$ cat config.mk
export PLATFORM = sky130hd
export DESIGN_NAME = chained_updown_counter
export DESIGN_NICKNAME = d
export VERILOG_FILES = /design/src/rtl/cnt_pkg.sv /design/src/rtl/cnt_stage.sv /design/src/rtl/chained_updown_counter.sv
export SDC_FILE = /design/constraint.sdc
export NUM_CORES = 1
export LEC_CHECK = 0
export BUFFER_PORTS_ARGS = -buffer_cell sky130_fd_sc_hd__buf_2
export CAP_MARGIN = 20
export CELL_PAD_IN_SITES_DETAIL_PLACEMENT = 0
export CELL_PAD_IN_SITES_GLOBAL_PLACEMENT = 1
export CORE_UTILIZATION = 39
export CTS_BUF_LIST = sky130_fd_sc_hd__clkbuf_16
export DETAILED_ROUTE_END_ITERATION = 10
export PLACE_DENSITY = 0.86
export SLEW_MARGIN = 20
export SYNTH_ARGS = -nofsm -noshare
export SYNTH_HDL_FRONTEND = slang
export SYNTH_SLANG_ARGS = --single-unit
$ cat constraint.sdc
create_clock -name clk -period 5.3 [get_ports clk]
set_input_delay 0.795 -clock clk [delete_from_list [all_inputs] [get_ports clk]]
set_output_delay 0.795 -clock clk [all_outputs]
set_load 0.02 [all_outputs]
$ cat src/rtl/cnt_pkg.sv
package cnt_pkg;
  localparam int unsigned LOW_W_DEF  = 8;
  localparam int unsigned HIGH_W_DEF = 4;

  // all-ones mask for a field of w bits (w below 32)
  function automatic logic [31:0] field_mask(input int unsigned w);
    return (32'd1 << w) - 32'd1;
  endfunction

  // next value of a w-bit field: one step up or down, wrapping
  function automatic logic [31:0] step_val(input logic [31:0] v, input logic up,
                                           input int unsigned w);
    logic [31:0] nv;
    nv = up ? v + 32'd1 : v - 32'd1;
    return nv & field_mask(w);
  endfunction

  // terminal decode: top value counting up, zero counting down
  function automatic logic is_term(input logic [31:0] v, input logic up,
                                   input int unsigned w);
    return up ? (v == field_mask(w)) : (v == 32'd0);
  endfunction
endpackage

$ cat src/rtl/cnt_stage.sv
module cnt_stage
  import cnt_pkg::*;
#(
  parameter int unsigned W = 4
) (
  input  logic         clk,
  input  logic         clr_n,
  input  logic         ld,
  input  logic [W-1:0] ld_val,
  input  logic         step,
  input  logic         up,
  input  logic         tc_gate,
  output logic [W-1:0] q,
  output logic         tc
);
  logic [W-1:0] q_next;
  logic         at_term;

  assign q_next  = W'(step_val(32'(q), up, W));
  assign at_term = is_term(32'(q), up, W);
  assign tc      = tc_gate & at_term;

  always_ff @(posedge clk or negedge clr_n) begin
    if (!clr_n)    q <= '0;
    else if (ld)   q <= ld_val;
    else if (step) q <= q_next;
  end

  // a stage that neither loads nor steps keeps its value
  p_stage_hold_r8: assert property (@(posedge clk) disable iff (!clr_n)
    (!ld && !step) |=> $stable(q));
endmodule

$ cat src/rtl/chained_updown_counter.sv
module chained_updown_counter
  import cnt_pkg::*;
#(
  parameter int unsigned LOW_W  = LOW_W_DEF,
  parameter int unsigned HIGH_W = HIGH_W_DEF,
  localparam int unsigned W     = LOW_W + HIGH_W
) (
  input  logic         clk,
  input  logic         rst_n,
  input  logic         load,
  input  logic [W-1:0] preset,
  input  logic         cnt_en,
  input  logic         dir_up,
  output logic [W-1:0] count,
  output logic         tc_low,
  output logic         tc_full
);
  logic [LOW_W-1:0]  lo_q;
  logic [HIGH_W-1:0] hi_q;
  logic              hi_step;  // event: carry moves the high stage

  assign hi_step = cnt_en & tc_low;

  cnt_stage #(.W(LOW_W)) u_lo (
    .clk(clk), .clr_n(rst_n), .ld(load), .ld_val(preset[LOW_W-1:0]),
    .step(cnt_en), .up(dir_up), .tc_gate(1'b1), .q(lo_q), .tc(tc_low));

  cnt_stage #(.W(HIGH_W)) u_hi (
    .clk(clk), .clr_n(rst_n), .ld(load), .ld_val(preset[W-1:LOW_W]),
    .step(hi_step), .up(dir_up), .tc_gate(tc_low), .q(hi_q), .tc(tc_full));

  assign count = {hi_q, lo_q};

  // clear holds the count at zero
  always_ff @(posedge clk) begin
    if (!rst_n) p_clear_zero_r1: assert (count == '0);
  end

  p_load_copy_r2: assert property (@(posedge clk) disable iff (!rst_n)
    load |=> count == $past(preset));

  p_hold_r3: assert property (@(posedge clk) disable iff (!rst_n)
    (!load && !cnt_en) |=> $stable(count));

  p_inc_r4: assert property (@(posedge clk) disable iff (!rst_n)
    (!load && cnt_en && dir_up) |=> count == W'($past(count) + 1'b1));

  p_dec_r5: assert property (@(posedge clk) disable iff (!rst_n)
    (!load && cnt_en && !dir_up) |=> count == W'($past(count) - 1'b1));

  p_full_up_r6: assert property (@(posedge clk) disable iff (!rst_n)
    (dir_up && count == {W{1'b1}}) |-> tc_full);

  p_full_dn_r6: assert property (@(posedge clk) disable iff (!rst_n)
    (!dir_up && count == '0) |-> tc_full);

  p_low_flag_r7: assert property (@(posedge clk) disable iff (!rst_n)
    (dir_up && count[LOW_W-1:0] == {LOW_W{1'b1}}) |-> tc_low);

  p_high_gated_r8: assert property (@(posedge clk) disable iff (!rst_n)
    (!load && !hi_step) |=> count[W-1:LOW_W] == $past(count[W-1:LOW_W]));
endmodule

==> metrics.md, run 1 <==
| Metric | Value |
|---|---|
| Setup total negative slack | 0 ps |
| Number of routed nets with antenna violations | 0 |
| Reg-to-reg critical path startpoint | u_lo.q[0]$_DFFE_PN0P_ |
| R2r setup slk | 3270 ps |
| Pre-CTS setup slack | 2491 ps |
| Clock tree from TritonCTS | yes |
| Drt pass-1 iters | 4 |
| Vias | 952 |
| Antenna violations before repair | 0 |
| Die Wd | 52.47 um |
| Cell count after synthesis | 115 |
| WP data required | 4510 ps |
| Root buffer cell | clkbuf_16 |
| Crit Reg-Reg Endpoint | u_lo.q[6]$_DFFE_PN0P_ |
| Max_cap viols | 0 |
| Clock sink count | 12 |
| Syn Area/Cell | 8.639 sq um |
| Vias per cell | 5.503 |
| Clk_skew | 4.524 ps |
| GRT Overall Usage | 0.2008 |
| Global-route wire length before repair | 3995 um |
| Clk pin slew, worst setup/hold paths | 50 ps |
| I/O pin count | 31 |
| Worst-path cell chain | buf_2 > nor4_1 > and3_1 > nor2_1 > nor2_1 > buf_2 |
| Port bufs | 30 |
| Synthesis-to-layout area growth | 24.31% |
| DP HPWL | 1796 um |
| XOR/XNOR share of the synthesized area | 0.06171 |
| Residual DRC | 0 |
| Most frequent cells in the layout | 30 x buf_2, 14 x nand2_1, 14 x o21ai_0, 12 x dfrtp_1, 8 x ha_1 |
| Netlist Area Pre-Place | 993.5 sq um |
| Min Tclk post-route | 2658 ps |
| Synth cell types | 32 |
| CP max stage cell | nor4_1 |
| PostCTS Resize Cnt | 0 |
| Final WS setup | 2642 ps |
| Diode count | 0 |
| Yosys warns | 0 |
| Final setup vio count | 0 |
| Compound-Gate Fraction of Synth Area | 0.2078 |
| Max Slew Vio Count | 0 |
| Status | complete, no violations |
| Die Height | 52.47 um |
| Starting Density | 0.4325 |
| Maximum root-to-sink buffer count | 2 |
| Routed wire per std cell | 13.91 um |
| Busiest metal layer after global routing | met2 |
| Worst Path Max Fanout | 8 |
| Post-Route WL | 2406 um |
| Hold-fix buffers at CTS | 0 |
| Crit start category | primary input |
| Achievable clock frequency | 0.3762 GHz |
| Most common cell after layout, fill and taps aside | buf_2 |
| Placer Congestion | 0.8471 |
| TritonCTS buffer count | 3 |
| Number of global-route vias before repair | 899 |
| Largest family of logic cells by synthesized area | compound AO/OA/AOI/OAI gates |
| Worst Path Arrival | 1860 ps |
| Reg2reg path depth | 6 |
| Grt total ovfl | 0 |
| Final Hold Fails | 0 |
| Synth Area in Adders | 0.1411 |
| Met1 Use GR | 0.2576 |
| Met2 Usage GRT | 0.3376 |
| Met3 usage | 0.04348 |
| Sequential share of the synthesized area | 0.3023 |
| Period utilization | 0.5015 |
| RSZ-0062 raised after global routing | no |
| Max incr delay on CP | 320 ps |
| Num rows | 17 |
| Initial DRC count | 22 |
| Worst skew pair latency | 250 ps |
| Worst-Margin Slew | 462.1 ps |
| Critical path class | in -> out |
| Net Count, Synth | 142 |
| CP endpoint kind | output port |
| Slew headroom | 0.6916 |
| Pwr Density | 326.9 mW/mm^2 |
| NumNets Final | 173 |
| Lkg Pwr | 0.6190 nW |
| # Post-CTS Setup Buffers | 0 |
| Synthesized flop and latch total | 12 |
| Max H-tree Level | 1 |
| Fill count | 227 |
| Max VDD drop | 0.1420 mV |
| Worst hold path type | in -> async |
| Core area | 0.002297 sq mm |
| Largest net degree at the start of global routing | 23 |
| Die area | 0.002753 sq mm |
| Share of cells above drive strength 1 | 0.2552 |
| Multiplexer area fraction after synthesis | 0.06171 |
| Simple logic cell fraction of the synthesized area | 0.1839 |
==> layer usage <==
| metal | part of all wire | wire [um] | vias up |
|---|---|---|---|
| li1 | - | - | 483 |
| met1 | 0.43 | 1045 | 438 |
| met2 | 0.50 | 1200 | 27 |
| met3 | 0.055 | 133 | 4 |
| met4 | 0.011 | 26 | 0 |
| met5 | 0 | 0 | - |
==> where the power goes <==
group / switching [W] / internal [W]
Sequential: 0.0000204 / 0.000105
Clock: 0.0000438 / 0.0000998
Combinational: 0.0000773 / 0.0000575
Total: 0.000142 / 0.000262
==> cells by family after synthesis <==
group / after synthesis
AOI/OAI and AO/OA: 34
xor gates and xnor gates: 7
adders and majority gates: 10
buffers and inverters: 9
DFF: 12
muxes: 6
and+or+nand+nor: 37
==> Yosys cell counts (all sizes together) <==
| cell type | instances | area (sq um) |
|---|---|---|
| nor4b | 2 | 17.52 |
| xnor2 | 4 | 35.03 |
| a31oi | 2 | 12.51 |
| nand4 | 2 | 12.51 |
| or3 | 1 | 6.260 |
| a221o | 1 | 10.01 |
| nor3 | 1 | 5.000 |
| ha | 8 | 100.1 |
| and3 | 4 | 27.52 |
| o22ai | 2 | 12.51 |
| clkbuf | 2 | 7.510 |
| or4 | 1 | 7.510 |
| dfrtp | 12 | 300.3 |
| mux2 | 1 | 11.26 |
| o21ai | 15 | 78.83 |
| xor2 | 3 | 26.28 |
| inv | 5 | 18.77 |
| fa | 2 | 40.04 |
| o21bai | 1 | 7.510 |
| buf | 2 | 15.01 |
| nand3 | 3 | 15.01 |
| a22oi | 2 | 15.01 |
| a21o | 3 | 22.52 |
| a211oi | 3 | 22.52 |
| nor2 | 7 | 26.28 |
| mux2i | 5 | 50.05 |
| a21oi | 5 | 25.02 |
| nand2 | 14 | 52.55 |
| nor4 | 2 | 12.51 |
==> through the flow <==
| step | hold slack, ps | util | instances | instance area [sq um] | total power, W |
|---|---|---|---|---|---|
| final | 425.3 | 0.5376 | 173 | 1235 | 0.0004037 |
| after global routing | 443.0 | 0.5376 | 173 | 1235 | 0.0004309 |
| after CTS | 442.4 | 0.5376 | 173 | 1235 | 0.0004050 |
| after detailed placement | 597.4 | 0.5033 | 169 | 1156 | 0.0002607 |
| after global placement | 579.1 | 0.5033 | 169 | 1156 | 0.0002573 |
| after floorplan | 499.4 | - | 115 | 993.5 | 0.0002196 |
==> state kept, by name (all words and copies together), names as in the netlist <==
| signal | count |
|---|---|
| u_hi.q | 4 |
| u_lo.q | 8 |
==> worst max-delay path: cells and delay by family <==
family	cells	cell delay [ps]
AND/OR/NAND/NOR	4	750
buffers and inverters	2	310
==> worst max-delay path by stage <==
stage	startpoint	end	slack, ps	cells after the start
3_5_place_dp	dir_up	u_lo.q[6]$_DFFE_PN0P_	2490	8
3_3_place_gp	dir_up	u_lo.q[6]$_DFFE_PN0P_	2560	8
2_1_floorplan	dir_up	tc_full	2680	5
4_1_cts	dir_up	tc_full	2660	6
5_1_grt	dir_up	tc_full	2560	6
6_report	dir_up	tc_full	2640	6
==> final cells by class <==
| cell class | instances | area, sq um | area share |
|---|---|---|---|
| multi-input combinational | 94 | 651.9 | 0.5279 |
| sequential | 12 | 300.3 | 0.2432 |
| clock inverter | 1 | 3.754 | 0.003040 |
| timing repair buffer | 30 | 150.1 | 0.1216 |
| inverter | 5 | 18.77 | 0.01520 |
| tap | 28 | 35.03 | 0.02837 |
| clock buffer | 3 | 75.07 | 0.06079 |
(Power assumes the default switching activity.)
==> run 2, diff against run 1 <==
--- a/config.mk
+++ b/config.mk
@@ -9,10 +9,11 @@
 export CAP_MARGIN = 20
 export CELL_PAD_IN_SITES_DETAIL_PLACEMENT = 0
 export CELL_PAD_IN_SITES_GLOBAL_PLACEMENT = 1
-export CORE_UTILIZATION = 39
+export CORE_ASPECT_RATIO = 2
+export CORE_UTILIZATION = 33
 export CTS_BUF_LIST = sky130_fd_sc_hd__clkbuf_16
 export DETAILED_ROUTE_END_ITERATION = 10
-export PLACE_DENSITY = 0.86
+export PLACE_DENSITY = 0.78
 export SLEW_MARGIN = 20
 export SYNTH_ARGS = -nofsm -noshare
 export SYNTH_HDL_FRONTEND = slang
==> constraint.sdc (replaced) <==
create_clock -name clk -period 2.2 [get_ports clk]
set_input_delay 0.33 -clock clk [delete_from_list [all_inputs] [get_ports clk]]
set_output_delay 0.33 -clock clk [all_outputs]
set_load 0.02 [all_outputs]
==> metrics.md, run 2 (synthesis results as in run 1) <==
| Metric | Value |
|---|---|
| Status | complete, no violations |
| Starting Density | 0.3543 (-0.07816) |
| Clock share of power | 0.348 (-0.008) |
| Drt pass-1 iters | 6 (+2) |
| Critical path class | reg -> reg |
| Reg-to-reg critical path startpoint | u_lo.q[0]$_DFFE_PN0P_ |
| Worst-Margin Slew | 364.5 ps (-97.59 ps) |
| Top layer in use | met4 |
| M1 wire length | 998 um (-4.5%) |
| Achievable clock frequency | 0.5141 GHz |
| WP data required | 2320 ps (-2190 ps) |
| Die area | 0.003247 sq mm (+18%) |
| Antenna violations before repair | 0 (unchanged) |
| Die Wd | 40.80 um (-22%) |
| Placer Congestion | 0.7969 (-5.9%) |
| Slew headroom | 0.7570 (+0.06540) |
| Min Tclk post-route | 1945 ps |
| Max FFs per register | 8 (unchanged) |
| Critical path capture point | u_lo.q[6]$_DFFE_PN0P_ |
| CP endpoint kind | flop |
| Diode count | 0 (unchanged) |
| Initial DRC count | 16 (-27%) |
| Residual DRC | 0 (unchanged) |
| Final setup vio count | 0 (unchanged) |
| Core area | 0.002804 sq mm (+22%) |
| Lkg Pwr | 0.6426 nW (+3.8%) |
| Die Height | 79.60 um (+52%) |
| TritonCTS buffer count | 3 (unchanged) |
| Setup total negative slack | 0 ps (unchanged) |
| DP HPWL | 2069 um (+15%) |
| Most common cell after layout, fill and taps aside | buf_2 |
| Internal power | 0.0006415 W (+140%) |
| Global-route wire length before repair | 4381 um (+9.7%) |
| Most frequent cells in the layout | 30 x buf_2, 14 x nand2_1, 14 x o21ai_0, 12 x dfrtp_1, 8 x ha_1 |
| Number of routed nets with antenna violations | 0 (unchanged) |
| Crit. Startpoint | u_lo.q[0]$_DFFE_PN0P_ |
| Vias | 1003 (+5.4%) |
| Grt total ovfl | 0 (unchanged) |
| Reg2reg path depth | 6 (unchanged) |
| Pre-CTS setup slack | 113.2 ps (-2377 ps) |
| Final Power | 0.0009810 W (+140%) |
| Sw Ratio | 0.3461 (-0.004578) |
| Fill count | 311 (+37%) |
| Final Core Density | 0.4552 (-0.08243) |
| Max Slew Vio Count | 0 (unchanged) |
| Largest Register | u_lo.q |
| Final WS setup | 255.0 ps (-2387 ps) |
| Root buffer cell | clkbuf_16 |
| GRT Overall Usage | 0.1955 (-0.005345) |
| Clock sink count | 12 (unchanged) |
| Pwr Density | 768.7 mW/mm^2 (+140%) |
| Clk_skew | 1.397 ps (-3.126 ps) |
| NumNets Final | 178 (+2.9%) |
| Synthesis-to-layout area growth | 28.46% |
| Worst Path Arrival | 2070 ps (+210 ps) |
| Clk pin slew, worst setup/hold paths | 40 ps (about the same) |
| Met2 wire length | 1469 um (+22%) |
| Post-Route WL | 2630 um (+9.3%) |
| Number of global-route vias before repair | 981 (+9.1%) |
| Worst skew pair latency | 240 ps (about the same) |
| Metal3 WL | 75 um (-44%) |
| Num rows | 27 (+10) |
| Top flop regs | u_lo.q: 8 flops, u_hi.q: 4 flops |
| Dpl cell area | 0.001187 sq mm (+2.7%) |
| Vias per cell | 5.603 (+1.8%) |
| Logic pwr share | 0.348 (+0.014) |
| Clock tree from TritonCTS | yes |
| RSZ-0062 raised after global routing | no |
| Psw | 0.0003395 W (+140%) |
| Worst hold path type | in -> reg |
| Final Hold Fails | 0 (unchanged) |
| Largest net degree at the start of global routing | 23 (unchanged) |
| Maximum root-to-sink buffer count | 2 (unchanged) |
| Share of cells above drive strength 1 | 0.2733 (+0.01816) |
| Worst Path Max Fanout | 3 (-5) |
| I/O pin count | 31 (unchanged) |
| Flop pwr share | 0.304 (-0.006) |
| Crit Reg-Reg Endpoint | u_lo.q[6]$_DFFE_PN0P_ |
| Design Area, Final | 0.001276 sq mm (+3.3%) |
| # Post-CTS Setup Buffers | 0 (unchanged) |
| R2r setup slk | 250 ps (-3020 ps) |
| Period utilization | 0.8841 |
| Routed wire per std cell | 14.69 um (+5.6%) |
| Max VDD drop | 0.3747 mV (+160%) |
| Max H-tree Level | 1 (unchanged) |
| Max_cap viols | 0 (unchanged) |
| Port bufs | 30 (unchanged) |
| Crit start category | flop |
run 2: cell types whose count changed in the layout (fill, tap and decap cells not counted), sizes merged:
cell | previous run | this run
dlygate4sd3 | 0 | 1
buf | 30 | 34
run 2: stage by stage:
| step | hold WS (ps) | cells |
|---|---|---|
| 2_1_floorplan | 34.41 | 115 |
| 3_3_place_gp | 235.2 | 174 |
| 3_5_place_dp | 239.3 | 174 |
| 4_1_cts | 293.6 | 179 |
| 5_1_grt | 299.9 | 179 |
| 6_report | 294.6 | 179 |
run 2: worst min path at each step:
stage               slack [ps]               endpoint  startpoint  depth (start not counted)
floorplan                   30  u_hi.q[0]$_DFFE_PN0P_       rst_n                          0
global placement           240  u_hi.q[0]$_DFFE_PN0P_       rst_n                          1
detailed placement         240  u_hi.q[1]$_DFFE_PN0P_       rst_n                          1
CTS                        290  u_hi.q[2]$_DFFE_PN0P_  preset[10]                          3
global route               300  u_hi.q[2]$_DFFE_PN0P_  preset[10]                          3
finish                     290  u_hi.q[2]$_DFFE_PN0P_  preset[10]                          3
run 2: power groups by stage:
| stage | Combinational, W | Clock, W | Sequential (W) |
|---|---|---|---|
| 6_report | 0.000341 | 0.000342 | 0.000298 |
| 5_1_grt | 0.000384 | 0.000363 | 0.000304 |
| 4_1_cts | 0.000345 | 0.000350 | 0.000299 |
| 3_5_place_dp | 0.000342 | 0 | 0.000302 |
| 3_3_place_gp | 0.000338 | 0 | 0.000301 |
| 2_1_floorplan | 0.000195 | 0 | 0.000334 |
run 2: cell type report:
cell class                 count  area, sq um  area share
tap                           29        36.28     0.02843
clock buffer                   3        75.07     0.05882
timing repair buffer          35        190.2      0.1490
sequential                    12        300.3      0.2353
multi-input combinational     94        651.9      0.5108
inverter                       5        18.77     0.01471
clock inverter                 1        3.754    0.002941
run 2: metal layers:
metal	vias to the layer above	GRT usage
li1	494	-
met1	476	0.1982
met5	-	0
met4	0	0.1400
met3	7	0.03343
met2	26	0.3234
run 2: critical path: stages, from the launching register on:
cell      delay [ps]
dfrtp_1          410
fa_1             460
a211oi_1         280
o21bai_1         120
a21oi_1          190
mux2i_1          100
a221o_1          270
run 2: timing repair:
item	CTS	global route
hold buffers	1	0
resized for setup	0	0
endpoints found under the hold margin	12	0
==> run 3, diff against run 2 <==
--- a/config.mk
+++ b/config.mk
@@ -14,6 +14,7 @@
 export CTS_BUF_LIST = sky130_fd_sc_hd__clkbuf_16
 export DETAILED_ROUTE_END_ITERATION = 10
 export PLACE_DENSITY = 0.78
+export REMOVE_ABC_BUFFERS = 1
 export SLEW_MARGIN = 20
 export SYNTH_ARGS = -nofsm -noshare
 export SYNTH_HDL_FRONTEND = slang
==> metrics.md, run 3 (synthesis results as in run 1) <==
| Metric | Value |
|---|---|
| Diode count | 0 (unchanged) |
| Largest Register | u_lo.q |
| Worst-Margin Slew | 323.3 ps (-41.25 ps) |
| Port bufs | 30 (unchanged) |
| Die area | 0.003247 sq mm (unchanged) |
| Max incr delay on CP | 450 ps (about the same) |
| CP max stage cell | fa_1 |
| Final Hold Fails | 0 (unchanged) |
| Clk pin slew, worst setup/hold paths | 50 ps (about the same) |
| Vias per cell | 5.794 (+3.4%) |
| Max VDD drop | 0.5971 mV (+59%) |
| Reg2reg path depth | 6 (unchanged) |
| Post-Route WL | 2811 um (+6.9%) |
| Routed wire per std cell | 15.62 um (+6.3%) |
| DP HPWL | 2198 um (+6.2%) |
| Worst Path Max Fanout | 5 (+2) |
| I/O pin count | 31 (unchanged) |
| Final setup vio count | 0 (unchanged) |
| Multi-input gate area | 651.9 sq um (unchanged) |
| Share of cells above drive strength 1 | 0.2781 (+0.004812) |
| Hold WS | 291.6 ps (-2.982 ps) |
| Num rows | 27 (unchanged) |
| Antenna violations before repair | 0 (unchanged) |
| TritonCTS buffer count | 3 (unchanged) |
| WP buf/inv | 0 (unchanged) |
| GRT Overall Usage | 0.2032 (+0.007735) |
| R2r setup slk | 160 ps (-90 ps) |
| Achievable clock frequency | 0.4909 GHz (-4.5%) |
| Lkg Pwr | 0.6473 nW (+0.73%) |
| RSZ-0062 raised after global routing | no |
| Die Height | 79.60 um (unchanged) |
| Residual DRC | 0 (unchanged) |
| CP endpoint kind | flop |
| Critical path class | reg -> reg |
| Clk_skew | 1.014 ps (-0.3834 ps) |
| Core area | 0.002804 sq mm (unchanged) |
| FF/Latch Area | 300.3 sq um (unchanged) |
| Number of routed nets with antenna violations | 0 (unchanged) |
| Worst hold path type | in -> reg |
| Crit start category | flop |
| Status | complete, no violations |
| Hold Path Origin | preset[10] |
| PostCTS Resize Cnt | 0 (unchanged) |
| Clock tree from TritonCTS | yes |
| Root buffer cell | clkbuf_16 |
| Crit Reg-Reg Endpoint | u_lo.q[6]$_DFFE_PN0P_ |
| Worst Path Arrival | 2160 ps (+90 ps) |
| Placer Congestion | 0.8233 (+3.3%) |
| Setup total negative slack | 0 ps (unchanged) |
| Worst skew pair latency | 240 ps (about the same) |
| Initial DRC count | 32 (+16) |
| Hold Crit Endpoint | u_hi.q[2]$_DFFE_PN0P_ |
| Worst-path cell chain | fa_1 > a211oi_1 > o21bai_1 > a21oi_1 > mux2i_1 > a221o_1 |
| Pwr Density | 773.7 mW/mm^2 (+0.65%) |
| Max FFs per register | 8 (unchanged) |
| Max H-tree Level | 1 (unchanged) |
| Period utilization | 0.9259 (+0.04184) |
| Critical path's top delay family | compound AO/OA/AOI/OAI gates |
| Maximum root-to-sink buffer count | 2 (unchanged) |
| Max_cap viols | 0 (unchanged) |
| Most common cell after layout, fill and taps aside | buf_2 |
| Global-route wire length before repair | 4616 um (+5.4%) |
| Clock sink count | 12 (unchanged) |
| Starting Density | 0.3543 (unchanged) |
| WP data required | 2320 ps (about the same) |
| Drt pass-1 iters | 4 (-2) |
| Grt total ovfl | 0 (unchanged) |
| Die Wd | 40.80 um (unchanged) |
| Slew headroom | 0.7832 (+0.02620) |
| NumNets Final | 179 (+0.56%) |
| Top flop regs | u_lo.q: 8 flops, u_hi.q: 4 flops |
| Vias | 1043 (+4.0%) |
| Max Slew Vio Count | 0 (unchanged) |
| Hold Path Stages | 3 (unchanged) |
| Most frequent cells in the layout | 30 x buf_2, 14 x nand2_1, 14 x o21ai_0, 12 x dfrtp_1, 8 x ha_1 |
| Reg-to-reg critical path startpoint | u_lo.q[1]$_DFFE_PN0P_ |
| Number of global-route vias before repair | 1051 (+7.1%) |
| Fill count | 276 (-11%) |
| Largest net degree at the start of global routing | 15 (-35%) |
| Synthesis-to-layout area growth | 29.22% |
| Min Tclk post-route | 2037 ps (+92.04 ps) |
## run 3: changes by cell type in the layout (fill, tap and decap cells not counted)
cell | before | now
buf_4 | 4 | 5
## run 3: layout make-up
| cell class | count | area share |
|---|---|---|
| clock buffers | 3 | 0.05848 |
| inverters | 5 | 0.01462 |
| multi-input cells | 94 | 0.5078 |
| repair buffers | 36 | 0.1540 |
| flip-flops and latches | 12 | 0.2339 |
| well taps | 29 | 0.02827 |
| clock inverters | 1 | 0.002924 |
## run 3: where the power goes
group          switching, W  leakage (nW)  internal (W)
combinational      0.000198         0.465      0.000148
clock              0.000104        0.0385      0.000240
sequential        0.0000495         0.144      0.000253
total              0.000352         0.647      0.000641
## run 3: tightest hold or removal path: cells and delay by family
| family | cells | cell delay [ps] |
|---|---|---|
| buffers and inverters | 1 | 70 |
| AND/OR/NAND/NOR | 1 | 30 |
| AO/OA/AOI/OAI | 1 | 60 |
## run 3: stage by stage
stage          instance area [sq um]  setup WS (ps)  cells  power (W)  utilization
2_1_floorplan                  970.9          244.2    111  0.0005199            -
3_3_place_gp                    1195          163.5    175  0.0006351       0.4261
3_5_place_dp                    1195          35.13    175  0.0006471       0.4261
4_1_cts                         1284          167.8    180  0.0009939       0.4578
5_1_grt                         1284          38.96    180   0.001060       0.4578
6_report                        1284          162.9    180  0.0009932       0.4578
## run 3: what timing repair did
item / 4_1_cts / 5_1_grt
endpoints found under the hold margin: 12 / 0
buffers inserted: 0 / 0
setup endpoints to repair: 0 / 0
hold buffers: 1 / 0
## run 3: worst max-delay path by stage
stage / to / startpoint / slack, ps / depth (start not counted)
CTS: u_lo.q[6]$_DFFE_PN0P_ / u_lo.q[1]$_DFFE_PN0P_ / 170 / 6
detailed placement: u_lo.q[6]$_DFFE_PN0P_ / dir_up / 40 / 8
global route: tc_full / u_lo.q[0]$_DFFE_PN0P_ / 40 / 6
finish: u_lo.q[6]$_DFFE_PN0P_ / u_lo.q[1]$_DFFE_PN0P_ / 160 / 6
floorplan: u_lo.q[6]$_DFFE_PN0P_ / dir_up / 240 / 7
global placement: u_lo.q[6]$_DFFE_PN0P_ / dir_up / 160 / 8
## run 3: routing by layer
layer	routed length (um)	vias up	global-route usage
met3	120	4	0.04735
met1	1043	507	0.2032
met5	0	-	0
met2	1599	37	0.3547
li1	-	495	-
met4	47	0	0.09667
